==> config.mk <==
export PLATFORM = sky130hd
export DESIGN_NAME = pirq_summary
export DESIGN_NICKNAME = d
export VERILOG_FILES = /design/src/rtl/pirq_pkg.sv /design/src/rtl/pirq_sync.sv /design/src/rtl/pirq_pack.sv /design/src/rtl/pirq_decode.sv /design/src/rtl/pirq_mask_bank.sv /design/src/rtl/pirq_summary.sv
export SDC_FILE = /design/constraint.sdc
export NUM_CORES = 1
export LEC_CHECK = 0
export BUFFER_PORTS_ARGS = -buffer_cell sky130_fd_sc_hd__buf_2
export CAP_MARGIN = 10
export CORE_MARGIN = 2
export CORE_UTILIZATION = 29
export DETAILED_ROUTE_END_ITERATION = 7
export PLACE_DENSITY_LB_ADDON = 0.25
export SKIP_LAST_GASP = 1
export SYNTH_ARGS = -nofsm -noshare
export SYNTH_HDL_FRONTEND = slang
export SYNTH_SLANG_ARGS = --single-unit
export TNS_END_PERCENT = 5
==> constraint.sdc <==
create_clock -name clk -period 5.44 [get_ports clk]
set_input_delay 1.088 -clock clk [delete_from_list [all_inputs] [get_ports clk]]
set_output_delay 1.088 -clock clk [all_outputs]
set_load 0.01 [all_outputs]
==> src/rtl/pirq_pkg.sv <==
package pirq_pkg;
    localparam int PORT_COUNT = 3;
    localparam int PORT_W     = 8;
    localparam int VEC_W      = PORT_COUNT * PORT_W;
    localparam int LINE_COUNT = 19;
    localparam int SLOTS      = 4;

    typedef logic [VEC_W-1:0] port_vec_t;

    // Implemented line positions across the three ports
    localparam port_vec_t IMPL_BITS = port_vec_t'((1 << LINE_COUNT) - 1);

    typedef enum logic [1:0] {
        PORT_LO   = 2'd0,
        PORT_MID  = 2'd1,
        PORT_HI   = 2'd2,
        PORT_NONE = 2'd3
    } port_sel_e;
endpackage

==> src/rtl/pirq_sync.sv <==
module pirq_sync #(
    parameter int WIDTH  = 19,
    parameter int STAGES = 2
) (
    input  logic             clk,
    input  logic             rst_n,
    input  logic [WIDTH-1:0] d_async,
    output logic [WIDTH-1:0] q_sync
);
    logic [WIDTH-1:0] chain [STAGES];

    for (genvar s = 0; s < STAGES; s++) begin : g_stage
        always_ff @(posedge clk) begin
            if (!rst_n) begin
                chain[s] <= '0;
            end else if (s == 0) begin
                chain[s] <= d_async;
            end else begin
                chain[s] <= chain[(s == 0) ? 0 : s-1];
            end
        end
    end

    assign q_sync = chain[STAGES-1];
endmodule

==> src/rtl/pirq_pack.sv <==
module pirq_pack
    import pirq_pkg::*;
(
    input  logic [SLOTS-1:0] int_a,
    input  logic [SLOTS-1:0] int_b,
    input  logic [SLOTS-1:0] int_c,
    input  logic [SLOTS-1:0] int_d,
    input  logic             bridge,
    input  logic             ide,
    input  logic             usb,
    output logic [LINE_COUNT-1:0] lines
);
    // Fixed wiring order; software decodes these positions
    always_comb begin
        lines        = '0;
        lines[3:0]   = int_a;
        lines[4]     = bridge;
        lines[5]     = ide;
        lines[6]     = usb;
        lines[7]     = int_b[0];
        lines[10:8]  = int_b[3:1];
        lines[14:11] = int_c;
        lines[15]    = int_d[0];
        lines[18:16] = int_d[3:1];
    end
endmodule

==> src/rtl/pirq_decode.sv <==
module pirq_decode
    import pirq_pkg::*;
#(
    parameter int              ADDR_W    = 16,
    parameter logic [ADDR_W-1:0] BASE_ADDR = 16'h0804
) (
    input  logic [ADDR_W-1:0] addr,
    output port_sel_e         sel
);
    localparam logic [ADDR_W-1:0] LAST_ADDR = BASE_ADDR + ADDR_W'(PORT_COUNT - 1);
    logic [ADDR_W-1:0] offs;

    always_comb begin
        offs = addr - BASE_ADDR;
        sel  = PORT_NONE;
        if (addr >= BASE_ADDR && addr <= LAST_ADDR) begin
            sel = port_sel_e'(offs[1:0]);
        end
    end
endmodule

==> src/rtl/pirq_mask_bank.sv <==
module pirq_mask_bank
    import pirq_pkg::*;
(
    input  logic              clk,
    input  logic              rst_n,
    input  logic              wr_en,
    input  port_sel_e         sel,
    input  logic [PORT_W-1:0] wdata,
    output port_vec_t         mask_q
);
    for (genvar p = 0; p < PORT_COUNT; p++) begin : g_port
        localparam logic [PORT_W-1:0] IMPL = IMPL_BITS[p*PORT_W +: PORT_W];
        always_ff @(posedge clk) begin
            if (!rst_n) begin
                mask_q[p*PORT_W +: PORT_W] <= '1;
            end else if (wr_en && sel == port_sel_e'(p)) begin
                // reserved positions stay disabled
                mask_q[p*PORT_W +: PORT_W] <= (wdata & IMPL) | ~IMPL;
            end
        end
    end
endmodule

==> src/rtl/pirq_summary.sv <==
module pirq_summary
    import pirq_pkg::*;
#(
    parameter int                ADDR_W      = 16,
    parameter logic [ADDR_W-1:0] BASE_ADDR   = 16'h0804,
    parameter int                SYNC_STAGES = 2
) (
    input  logic              clk,
    input  logic              rst_n,
    input  logic [ADDR_W-1:0] bus_addr,
    input  logic              bus_wr,
    input  logic              bus_rd,
    input  logic [7:0]        bus_wdata,
    output logic [7:0]        bus_rdata,
    input  logic [3:0]        slot_int_a,
    input  logic [3:0]        slot_int_b,
    input  logic [3:0]        slot_int_c,
    input  logic [3:0]        slot_int_d,
    input  logic              bridge_int,
    input  logic              ide_int,
    input  logic              usb_int,
    output logic              cpu_irq
);
    logic [LINE_COUNT-1:0] lines_raw;
    logic [LINE_COUNT-1:0] lines_sync;
    port_vec_t             lines_s;
    port_vec_t             mask_q;
    port_sel_e             sel;

    pirq_pack u_pack (
        .int_a (slot_int_a),
        .int_b (slot_int_b),
        .int_c (slot_int_c),
        .int_d (slot_int_d),
        .bridge(bridge_int),
        .ide   (ide_int),
        .usb   (usb_int),
        .lines (lines_raw)
    );

    pirq_sync #(.WIDTH(LINE_COUNT), .STAGES(SYNC_STAGES)) u_sync (
        .clk    (clk),
        .rst_n  (rst_n),
        .d_async(lines_raw),
        .q_sync (lines_sync)
    );

    assign lines_s = port_vec_t'(lines_sync);

    pirq_decode #(.ADDR_W(ADDR_W), .BASE_ADDR(BASE_ADDR)) u_dec (
        .addr(bus_addr),
        .sel (sel)
    );

    pirq_mask_bank u_mask (
        .clk   (clk),
        .rst_n (rst_n),
        .wr_en (bus_wr),
        .sel   (sel),
        .wdata (bus_wdata),
        .mask_q(mask_q)
    );

    // Read path: raw synchronized lines, mask not visible
    always_comb begin
        bus_rdata = '0;
        if (bus_rd) begin
            unique case (sel)
                PORT_LO:   bus_rdata = lines_s[0*PORT_W +: PORT_W];
                PORT_MID:  bus_rdata = lines_s[1*PORT_W +: PORT_W];
                PORT_HI:   bus_rdata = lines_s[2*PORT_W +: PORT_W];
                PORT_NONE: bus_rdata = '0;
            endcase
        end
    end

    always_ff @(posedge clk) begin
        if (!rst_n) begin
            cpu_irq <= 1'b0;
        end else begin
            cpu_irq <= |(lines_s & ~mask_q & IMPL_BITS);
        end
    end
endmodule

# Yosys cells after proc, flatten, opt, wreduce, memory -nomap -nowiden
# Memory sizes are Yosys's and may differ from the RTL's.
# Index checks and enable logic that the tools add are counted.
[totals]
out_inout_bits = 9
memories = 1
mem_bits_rw = 38
regBits = 20
[memory_table]
columns = ["name", "words", "word_bits", "read_ports", "rd_ports_with_merged_regs", "write_ports", "line_no", "source"]
rows = [
  ["u_sync.chain", 2, 19, 2, 0, 2, "pirq_sync.sv:10", "logic [WIDTH-1:0] chain [STAGES];"],
]
[op_classes]
n_lt_le_gt_ge = 2
reduce_logical = 6
addsub = 1
n_mux = 7
eq_ne = 3
n_bitwise = 4
[ops]
columns = ["op", "count"]
rows = [
  ["$mux 19", 2],
  ["$pmux 8 s4", 1],
  ["$and 19x19->19", 1],
  ["$not 19->19", 1],
  ["$reduce_or 19->1", 1],
  ["$ge 16x12->1 const B", 1],
  ["$le 16x12->1 const B", 1],
  ["$mux 8", 1],
  ["$eq 2x2->1 const B", 2],
  ["$logic_and 1x1->1", 4],
  ["$eq 2x1->1 const B", 1],
  ["$logic_not 2->1", 1],
  ["$mux 1", 2],
  ["$mux 2", 1],
  ["$or 1x1->1", 2],
  ["$sub 2x1->2 const B", 1],
]

# Logic depth before layout (Yosys ltp)
# Gate-level depths: netlist of run 1.
[depth]
word_depth = 6
depth_mapped = 5
ltp_nobuf = 4

# Cells and area by module
# Synthesis of run 1 repeated with hierarchy kept, for this count alone.
[unflattened]
hier_cells = 242
area_unflattened_um2 = 2459.9
[by_module_without_submodules]
columns = ["mod", "cells_per_inst", "area_per_inst_um2", "n_inst", "seq_area_each_um2"]
rows = [
  ["pirq_sync", 80, 1037.2, 1, 760.7],
  ["pirq_mask_bank", 80, 850.8, 1, 380.4],
  ["pirq_summary", 56, 346.6, 1, 20.0],
  ["pirq_pack", 19, 142.6, 1, 0.0],
  ["pirq_decode", 7, 82.6, 1, 0.0],
]

# Worst setup path after synthesis of run 1
# OpenSTA, ideal clock, no wires.
[synth_timing]
path_type = "input to output"
from = "input port bus_addr[9]"
to = "output port bus_rdata[3]"
slack_ns = 2.110
t_required_ns = 4.352
t_arrival_ns = 2.242
cell_stages = 5
path_cell_list = "nor4b_2 > nand4_1 > buf_2 > or3_1 > nor2_1"
[synth_via]
elab_chain_len = 6
[synth_rtl]
columns = ["item", "line_no", "source"]
rows = [
  ["start, declared", "pirq_summary.sv:10", "input logic [ADDR_W-1:0] bus_addr,"],
  ["$ge 16x12->1 / $le 16x12->1 (equally long branches)", "pirq_decode.sv:16", "if (addr >= BASE_ADDR && addr <= LAST_ADDR) begin"],
  ["$logic_and 1x1->1 *", "pirq_decode.sv:16", ""],
  ["$mux 2 *", "pirq_decode.sv:16", ""],
  ["$eq 2x2->1 (tied with other cells)", "pirq_summary.sv:68", "unique case (sel)"],
  ["$pmux 8 s4 *", "pirq_summary.sv:68", ""],
  ["$mux 8 *", "pirq_summary.sv:67", "if (bus_rd) begin"],
  ["end, declared", "pirq_summary.sv:14", "output logic [7:0] bus_rdata,"],
]
# Every way passes the cells marked *; elsewhere a longest branch is shown, timed or not.

# Worst setup path in the final report of run 1
[layout_timing]
from = "input port bus_addr[0]"
to = "output port bus_rdata[4]"
[layout_via]
elab_chain_len = 6
[layout_rtl]
columns = ["item", "line_no"]
rows = [
  ["$ge 16x12->1 / $le 16x12->1 (equally long branches)", "pirq_decode.sv:16"],
  ["$logic_and 1x1->1", "pirq_decode.sv:16"],
  ["$mux 2 *", "pirq_decode.sv:16"],
  ["$eq 2x2->1 (tied with other cells)", "pirq_summary.sv:68"],
  ["$pmux 8 s4 *", "pirq_summary.sv:68"],
  ["$mux 8 *", "pirq_summary.sv:67"],
]
# Marked as above.

==> qor.txt, run 1 <==
Largest cells by area after synthesis: dfxtp_1 52%, and2_1 11%, nand3_1 4.2%
Cells after synthesis: 246
Top cell type by total area after synthesis: dfxtp_1
Maximum clock path buffer count: 2
Reg clk slew, reported paths: 0.07 ns
R2R cell count: 4
ANT nets after route: 0
Hold_buf cts: 0
Die area: 0.00848 sq mm
Worst Hold Launch: u_sync.chain[0][7]$_SDFF_PN0_
F_max: 0.267 GHz
CP endpoint kind: output pin
Met1 Use GR: 18.5%
Post-layout util: 36.4%
Unrepaired setup endpoints after global routing: no
Hold Path End: u_sync.chain[1][7]$_SDFF_PN0_
Iteration-0 DRC Markers: 138
Post-synthesis cell type count: 27
DRC viols: 0
CP Class: primary input to output pin
WL final: 5.27 mm
DIE WIDTH: 92.1 um
Hpwl dp: 3.66 mm
Fin. Hold Viols: 0
CTS Buf Count: 9
Area taken by multi-input logic gates: 970 sq um
Fill count: 809
Io pins: 56
PD cells: 304 mW/mm^2
Worst-Margin Slew: 0.808 ns
Initial Util: 29.6%
Min-Delay Path Depth: 1
Vias: 1,791
Max-cap viol count: 0
Drt first pass iters: 4
Fin Hold WS: 0.415 ns
Final max-slew violation count: 0
R2R Path Start: u_mask.mask_q[0]$_SDFFE_PN1P_
Initial antenna violation count: 0
Global-route usage over all layers: 13.6%
Share of cells above drive strength 1: 25.2%
First-pass GRT wire length: 8.65 mm
Area Growth Syn to Fin: 23.1%
# H-tree levels: 3
Post-CTS sizing: 0
Final global-route overflow total: 0
Mapped cell area: 0.00225 sq mm
Pin count of the biggest net entering global routing: 59
Tcrit/Tclk final: 68.9%
Die H: 92.1 um
Clk root buf: clkbuf_8
Syn nets: 293
Crit start category: primary input
Busiest layer in global routing: met2
HP Class: flop to flop
Met3 Resource Use GR: 4.77%
Final setup fails: 0
Post-layout nets: 344
Layout Cell Area excl Fill: 0.00277 sq mm
Skew-Pair Late Insertion Delay: 0.34 ns
Setup Skew: 0.00745 ns
Post-synthesis sequential area ratio: 51.6%
Seq cells post-synth: 58
RD Place Congestion: 0.734
Met2 Track Usage GR: 19.2%
Port Buffers: 55
Routed len/inst: 13.0 um
Relative slew slack: 46.1%
Peak VDD IR: 0.133 mV
Setup_tns: 0 ns
Yosys top cell area share: 51.6%
Diodes inserted: 0
Core region area: 0.00761 sq mm
Worst r2r dst: cpu_irq$_SDFF_PN0_
Rows: 32
Mapped Avg Cell Area: 9.14 sq um
Critical Path Fanout Max: 40
Cell Area, Placed: 0.00260 sq mm
Status: completed
CTS sink cnt: 58
Register area: 0.00116 sq mm
Yosys warnings: 0
CP required: 4.35 ns
R2r setup slk: 4.28 ns
Drt via density: 4.43
Worst EP arrival: 2.66 ns
Post-CTS Setup Bufs: 0
P_leak: 0.00113 uW
Final min period: 3.75 ns
Number of global-route vias before repair: 1,722
CTS tree: built
-- synthesized netlist by cell type --
master / count
mux2i_1: 8
or2_2: 2
nand2_1: 11
buf_2: 2
dfxtp_1: 58
and2_1: 38
nor4_2: 1
or4b_1: 8
nor2b_1: 1
o2111ai_1: 2
a21oi_1: 3
inv_1: 15
a211oi_1: 1
nor4b_2: 2
nand2b_1: 8
buf_1: 1
or3_1: 12
o22ai_1: 4
nand3b_1: 2
nand4_1: 1
a31oi_1: 1
nand3_1: 19
a222oi_1: 1
nor2_1: 11
o21ai_0: 19
nor3_1: 2
clkbuf_1: 13
-- worst max path at each step --
stage,cells after the start,slack (ns),to,startpoint
after floorplan,5,2.11,bus_rdata[3],bus_addr[9]
after global placement,7,1.72,bus_rdata[6],bus_addr[0]
after detailed placement,7,1.70,bus_rdata[4],bus_addr[0]
after CTS,7,1.69,bus_rdata[4],bus_addr[0]
after global routing,7,1.57,bus_rdata[7],bus_addr[0]
final,7,1.69,bus_rdata[4],bus_addr[0]
-- through the flow --
| step | setup slack, ns | std cells | total power, uW |
|---|---|---|---|
| final | 1.69 | 404 | 841 |
| after global routing | 1.57 | 404 | 880 |
| after CTS | 1.69 | 404 | 852 |
| after detailed placement | 1.70 | 388 | 503 |
| after global placement | 1.72 | 388 | 502 |
| after floorplan | 2.11 | 246 | 478 |
-- cells by family (layout without fill, tap and decap cells) --
logic type	after synthesis	count (layout)	share of synthesized area (%)
mux	8	8	3.56
flops	58	58	51.6
simple gates	118	118	31.7
compound gates	31	31	7.84
buf+inv	31	87	5.28
-- power breakdown --
group / total (uW) / internal, uW / switching (uW)
registers: 442 / 438 / 4.46
logic: 50.1 / 24.6 / 25.5
clock network: 349 / 175 / 174
total: 841 / 637 / 204
-- cell type report --
cell class / instances / area share (%)
inverter: 15 / 2.03
sequential: 58 / 41.9
timing repair buffer: 56 / 10.2
clock buffer: 11 / 5.11
clock inverter: 5 / 1.08
tap: 102 / 4.61
multi-input combinational: 157 / 35.0
-- state kept, by name, summed over array words and instances, names as in the netlist --
register and cells:
u_sync.chain 38, u_mask.mask_q 19, cpu_irq 1
-- placed cells by master, fill, tap and decap left out, drive strengths merged, types with 3 or more instances in the layout --
cell,n
mux2i,8
nand2b,8
inv,15
o21ai,19
a21oi,3
nand3,19
buf,56
dfxtp,58
clkbuf,11
clkinv,3
and2,38
nand2,11
or4b,8
or3,12
o22ai,4
nor2,11
-- layer usage --
| layer | part of all wire (%) | wire (um) |
|---|---|---|
| met1 | 49 | 2560 |
| met2 | 42 | 2230 |
| met3 | 7.2 | 382 |
| met4 | 1.8 | 93 |
| met5 | 0 | 0 |
-- critical path, cell delays in order --
cell	delay, ns
buf_2	0.24
a211oi_1	0.25
nand4_1	0.11
buf_4	0.24
or3_1	0.45
nor2_1	0.14
buf_2	0.14
(Power assumes the default switching activity.)
==> inputs of run 2 (changes only) <==
==> constraint.sdc (replaced) <==
create_clock -name clk -period 3.6 [get_ports clk]
set_input_delay 0.72 -clock clk [delete_from_list [all_inputs] [get_ports clk]]
set_output_delay 0.72 -clock clk [all_outputs]
set_load 0.01 [all_outputs]
==> run 2 against run 1 <==
Final area up 0.27%. Sequential share of layout area is 0.11 points lower. Combinational power is 52% higher. Clock-buffer cell count is the same. Sequential cell count unchanged. Routed wire length shrank 2.9%. Critical path depth down 1.
==> qor.txt, run 2 (same netlist as run 1, synthesis figures left out) <==
Cell Area, Placed: 0.00261 sq mm (+0.29%)
F_max: 0.340 GHz
CP Class: primary input to output pin
# H-tree levels: 3 (unchanged)
CP endpoint kind: output pin
Post-CTS Setup Bufs: 0 (unchanged)
Setup Skew: 0.00839 ns (+0.000942 ns)
Iteration-0 DRC Markers: 124 (-10%)
Diodes inserted: 0 (unchanged)
Io pins: 56 (unchanged)
Hold Path End: u_sync.chain[1][7]$_SDFF_PN0_
DRC viols: 0 (unchanged)
Final min period: 2.94 ns
Relative slew slack: 46.1% (about the same)
PD cells: 453 mW/mm^2 (+49%)
Worst-Margin Slew: 0.808 ns (-0.000435 ns)
Drt via density: 4.44 (about the same)
Pin count of the biggest net entering global routing: 59 (unchanged)
Worst r2r dst: cpu_irq$_SDFF_PN0_
Commonest cells after routing, fill and taps aside: 58 x dfxtp_1, 55 x buf_2, 38 x and2_1, 19 x o21ai_0, 19 x nand3_1
Final max-slew violation count: 0 (unchanged)
P_leak: 0.00113 uW (+0.43%)
Tcrit/Tclk final: 81.8%
Comb pwr share: 6.1% (about the same)
Die area: 0.00848 sq mm (unchanged)
Global-route usage over all layers: 13.0% (-0.63 points)
Post-layout nets: 345 (+0.29%)
RD Place Congestion: 0.740 (+0.90%)
Port Buffers: 55 (unchanged)
Crit start category: primary input
Sw Share: 23.3% (-0.91 points)
Number of global-route vias before repair: 1,696 (-1.5%)
Area Growth Syn to Fin: 23.4%
Critical Path Fanout Max: 21 (-48%)
First-pass GRT wire length: 8.50 mm (-1.8%)
Status: completed
Min-Delay Path Depth: 1 (unchanged)
CTS Buf Count: 9 (unchanged)
Initial Util: 29.6% (unchanged)
R2R cell count: 4 (unchanged)
Die H: 92.1 um (unchanged)
Drt first pass iters: 4 (unchanged)
Worst EP arrival: 2.22 ns (-0.44 ns)
DIE WIDTH: 92.1 um (unchanged)
Max-cap viol count: 0 (unchanged)
Skew-Pair Late Insertion Delay: 0.33 ns (about the same)
CTS sink cnt: 58 (unchanged)
R2R Path Start: u_mask.mask_q[0]$_SDFFE_PN1P_
Final global-route overflow total: 0 (unchanged)
WL final: 5.12 mm (-2.9%)
Initial antenna violation count: 0 (unchanged)
Hold_buf cts: 0 (unchanged)
Core region area: 0.00761 sq mm (unchanged)
Clk root buf: clkbuf_8
Post-CTS sizing: 0 (unchanged)
Vias: 1,797 (+0.34%)
Maximum clock path buffer count: 2 (unchanged)
Int Pwr: 964 uW (+51%)
Reg clk slew, reported paths: 0.06 ns (about the same)
Fin. Hold Viols: 0 (unchanged)
Largest register FFs: 38 (unchanged)
Peak VDD IR: 0.257 mV (+94%)
Largest regs: u_sync.chain: 38 flops, u_mask.mask_q: 19 flops, cpu_irq: 1 flops
Layout Cell Area excl Fill: 0.00278 sq mm (+0.27%)
CP required: 2.88 ns (-1.47 ns)
CTS tree: built
Routed len/inst: 12.6 um (-3.1%)
Most common library cell in the layout ignoring fill and taps: dfxtp_1
Final setup fails: 0 (unchanged)
Sequential share of power: 53.2% (+0.6 points)
Share of cells above drive strength 1: 25.4% (+0.25 points)
R2r setup slk: 2.45 ns (-1.83 ns)
Rows: 32 (unchanged)
Setup_tns: 0 ns (unchanged)
Hpwl dp: 3.60 mm (-1.5%)
Biggest register: u_sync.chain
Unrepaired setup endpoints after global routing: no
Clock power share: 40.7% (-0.8 points)
HP Class: flop to flop
Switch Pwr: 293 uW (+44%)
Worst Hold Launch: u_sync.chain[0][7]$_SDFF_PN0_
ANT nets after route: 0 (unchanged)
-- run 2: how the worst max path moves through the flow --
stage          cells after the start      endpoint  slack, ns        start
5_1_grt                            6  bus_rdata[3]       0.57  bus_addr[1]
3_3_place_gp                       6  bus_rdata[6]       0.74  bus_addr[1]
6_report                           6  bus_rdata[5]       0.66  bus_addr[1]
3_5_place_dp                       6  bus_rdata[7]       0.68  bus_addr[1]
4_1_cts                            6  bus_rdata[7]       0.67  bus_addr[1]
2_1_floorplan                      5  bus_rdata[3]       1.01  bus_addr[9]
-- run 2: metrics by stage --
stage / worst slack (ns) / util, % / total power [uW] / std cells / hold WS [ns]
2_1_floorplan: 1.01 / - / 722 / 246 / 0.406
3_3_place_gp: 0.737 / 34.2 / 760 / 389 / 0.417
3_5_place_dp: 0.679 / 34.2 / 761 / 389 / 0.415
4_1_cts: 0.669 / 36.5 / 1270 / 405 / 0.430
5_1_grt: 0.575 / 36.5 / 1310 / 405 / 0.452
6_report: 0.657 / 36.5 / 1260 / 405 / 0.425
-- run 2: worst max-delay path, stage by stage --
cell and delay, ns:
buf_2 0.22, a211oi_1 0.27, nand4_1 0.22, or3_1 0.48, nor2_1 0.16, buf_2 0.15
-- run 2: power by group through the flow --
stage               clock network [uW]  logic, uW  registers [uW]
CTS                                528       77.8             669
global placement                     0       76.8             683
detailed placement                   0       77.8             683
global route                       553       87.5             670
finish                             512       76.4             668
floorplan                            0       41.4             680
-- run 2: routing by layer --
layer  routed length (um)  up-vias  GRT usage [%]
li1                     -      932              -
met1                 2610      790           18.7
met2                 2060       66           17.7
met3                  356        9           3.45
met4                   91        0           6.34
met5                    0        -              0
-- run 2: layout make-up --
type / instances / area [sq um]
clock buffers: 11 / 141
clock inverters: 5 / 30.0
fillers: 819 / 4830
inverters: 15 / 56.3
multi-input cells: 157 / 970
flip-flops and latches: 58 / 1160
well taps: 102 / 128
repair buffers: 57 / 290
==> inputs of run 3 (changes only) <==
==> constraint.sdc (replaced) <==
create_clock -name clk -period 2.4 [get_ports clk]
set_input_delay 0.48 -clock clk [delete_from_list [all_inputs] [get_ports clk]]
set_output_delay 0.48 -clock clk [all_outputs]
set_load 0.01 [all_outputs]
==> run 3 against run 2 <==
Global-route usage is 0.12 points lower. Critical path depth stayed put. Setup slack worse by 0.53 ns. Routed wire length hardly changed. Final area is 2.1% higher. Core utilization is 0.77 points higher. Combinational power is 54% higher.
==> qor.txt, run 3 (same netlist as run 1, synthesis figures left out) <==
Clk root buf: clkbuf_8
Drt via density: 4.40 (-0.93%)
DRC viols: 0 (unchanged)
HP Class: primary input to flop
Vias: 1,789 (-0.45%)
Commonest cells after routing, fill and taps aside: 58 x dfxtp_1, 55 x buf_2, 38 x and2_1, 19 x o21ai_0, 19 x nand3_1
Initial antenna violation count: 0 (unchanged)
Int Pwr: 1580 uW (+64%)
Cell Area, Placed: 0.00263 sq mm (+0.86%)
F_max: 0.440 GHz
Tcrit/Tclk final: 94.7%
Post-CTS Setup Bufs: 0 (unchanged)
Share of cells above drive strength 1: 26.6% (+1.1 points)
Critical Path Fanout Max: 5 (-76%)
Largest regs: u_sync.chain: 38 flops, u_mask.mask_q: 19 flops, cpu_irq: 1 flops
Comb pwr share: 5.8% (-0.3 points)
R2r setup slk: 1.29 ns (-1.16 ns)
Area Growth Syn to Fin: 26.0%
Port Buffers: 55 (unchanged)
WL final: 5.12 mm (about the same)
Die area: 0.00848 sq mm (unchanged)
Fin. Hold Viols: 0 (unchanged)
Biggest register: u_sync.chain
Final max-slew violation count: 0 (unchanged)
CP endpoint kind: output pin
CTS Buf Count: 9 (unchanged)
P_leak: 0.00117 uW (+2.9%)
Setup Skew: 0.00800 ns (-0.000398 ns)
Final min period: 2.27 ns
Final setup fails: 0 (unchanged)
Core region area: 0.00761 sq mm (unchanged)
Min-Delay Path Depth: 2 (+1)
Most common library cell in the layout ignoring fill and taps: dfxtp_1
Post-layout nets: 348 (+0.87%)
Global-route usage over all layers: 12.9% (-0.12 points)
Number of global-route vias before repair: 1,719 (+1.4%)
DIE WIDTH: 92.1 um (unchanged)
Peak VDD IR: 0.460 mV (+79%)
Crit path from: bus_addr[3]
Unrepaired setup endpoints after global routing: no
Largest register FFs: 38 (unchanged)
Iteration-0 DRC Markers: 106 (-15%)
CP Class: primary input to output pin
Cell count along the critical path: 6 (unchanged)
Maximum clock path buffer count: 2 (unchanged)
First-pass GRT wire length: 8.35 mm (-1.8%)
Max incr delay on CP: 0.43 ns (-0.05 ns)
Clock power share: 44.7% (+4.0 points)
CP required: 1.92 ns (-0.96 ns)
Slowest cell on crit path: or3_4
# H-tree levels: 3 (unchanged)
Skew-Pair Late Insertion Delay: 0.33 ns (about the same)
Rows: 32 (unchanged)
Routed len/inst: 12.6 um (-0.55%)
Setup_tns: 0 ns (unchanged)
Buffers & Inverters on Critical Path: 2 (unchanged)
Pin count of the biggest net entering global routing: 39 (-34%)
Hpwl dp: 3.64 mm (+1.2%)
Initial Util: 29.6% (unchanged)
R2R Path Start: u_mask.mask_q[0]$_SDFFE_PN1P_
Placed Instances: 392 (+0.77%)
CTS tree: built
Worst-Margin Slew: 0.534 ns (-0.274 ns)
Cell Chain, Critical Path: buf_2 -> nor4_2 -> nand4_1 -> or3_4 -> nor2_1 -> buf_2
PD cells: 715 mW/mm^2 (+58%)
Fin cells: 407 (+0.49%)
Diodes inserted: 0 (unchanged)
Die H: 92.1 um (unchanged)
Status: completed
Crit path top cell by count: buf_2
CTS sink cnt: 58 (unchanged)
Sw Share: 22.0% (-1.4 points)
Switch Pwr: 445 uW (+52%)
Crit start category: primary input
ANT nets after route: 0 (unchanged)
Worst EP arrival: 1.79 ns (-0.43 ns)
R2R cell count: 4 (unchanged)
Reg clk slew, reported paths: 0.06 ns (about the same)
Drt first pass iters: 4 (unchanged)
Layout Cell Area excl Fill: 0.00284 sq mm (+2.1%)
Sequential share of power: 49.5% (-3.7 points)
Max-cap viol count: 0 (unchanged)
RD Place Congestion: 0.734 (-0.81%)
Worst Hold Launch: slot_int_d[0]
Io pins: 56 (unchanged)
Final global-route overflow total: 0 (unchanged)
Relative slew slack: 64.4% (+18 points)
CP delay by family, top: simple AND/OR/NAND/NOR gates
[run 3: changes by cell type in the layout (fill, tap and decap cells not counted)]
cell	previous run	this run
or3_1	12	11
clkinv_2	3	1
buf_4	2	5
clkbuf_1	1	0
clkinvlp_4	2	1
clkbuf_8	10	11
clkinv_4	0	1
or3_4	0	1
bufinv_16	0	1
[run 3: path summary, 6_finish.rpt]
| kind | endpoint |
|---|---|
| setup / recovery | bus_rdata[4] |
| hold / removal | u_sync.chain[0][15]$_SDFF_PN0_ |
| setup reg to reg | cpu_irq$_SDFF_PN0_ |
| hold reg to reg | u_sync.chain[1][7]$_SDFF_PN0_ |
[run 3: layout make-up]
cell class | count | area, sq um
well taps | 102 | 128
repair buffers | 60 | 313
fillers | 813 | 4770
clock buffers | 11 | 151
multi-input cells | 157 | 975
clock inverters | 4 | 51.3
inverters | 15 | 56.3
flip-flops and latches | 58 | 1160
[run 3: power groups by stage]
stage                     Combinational (uW)  Clock [uW]  Sequential [uW]
after floorplan                         62.0           0             1020
after global placement                   119           0             1020
after detailed placement                 120           0             1020
after CTS                                120         929             1000
after global routing                     135         970             1010
final                                    118         906             1000
[run 3: metrics by stage]
stage	util, %	total power [uW]	hold WS [ns]	setup WS, ns
6_report	37.3	2030	0.354	0.127
5_1_grt	37.3	2110	0.340	0.0260
4_1_cts	37.2	2050	0.340	0.0678
3_5_place_dp	34.5	1140	0.415	0.0850
3_3_place_gp	34.5	1140	0.415	0.132
2_1_floorplan	-	1080	0.406	0.286
[run 3: timing repair]
action | in CTS | in global routing
hold buffers | 0 | 0
endpoints found under the setup margin | 0 | 4
resized for setup | 0 | 1
[run 3: metal layers]
layer / up-vias / routed length [um] / track usage (%)
met4: 0 / 92 / 6.72
met5: - / 0 / 0
met1: 780 / 2580 / 17.7
met3: 8 / 299 / 2.96
li1: 934 / - / -
met2: 67 / 2150 / 18.6
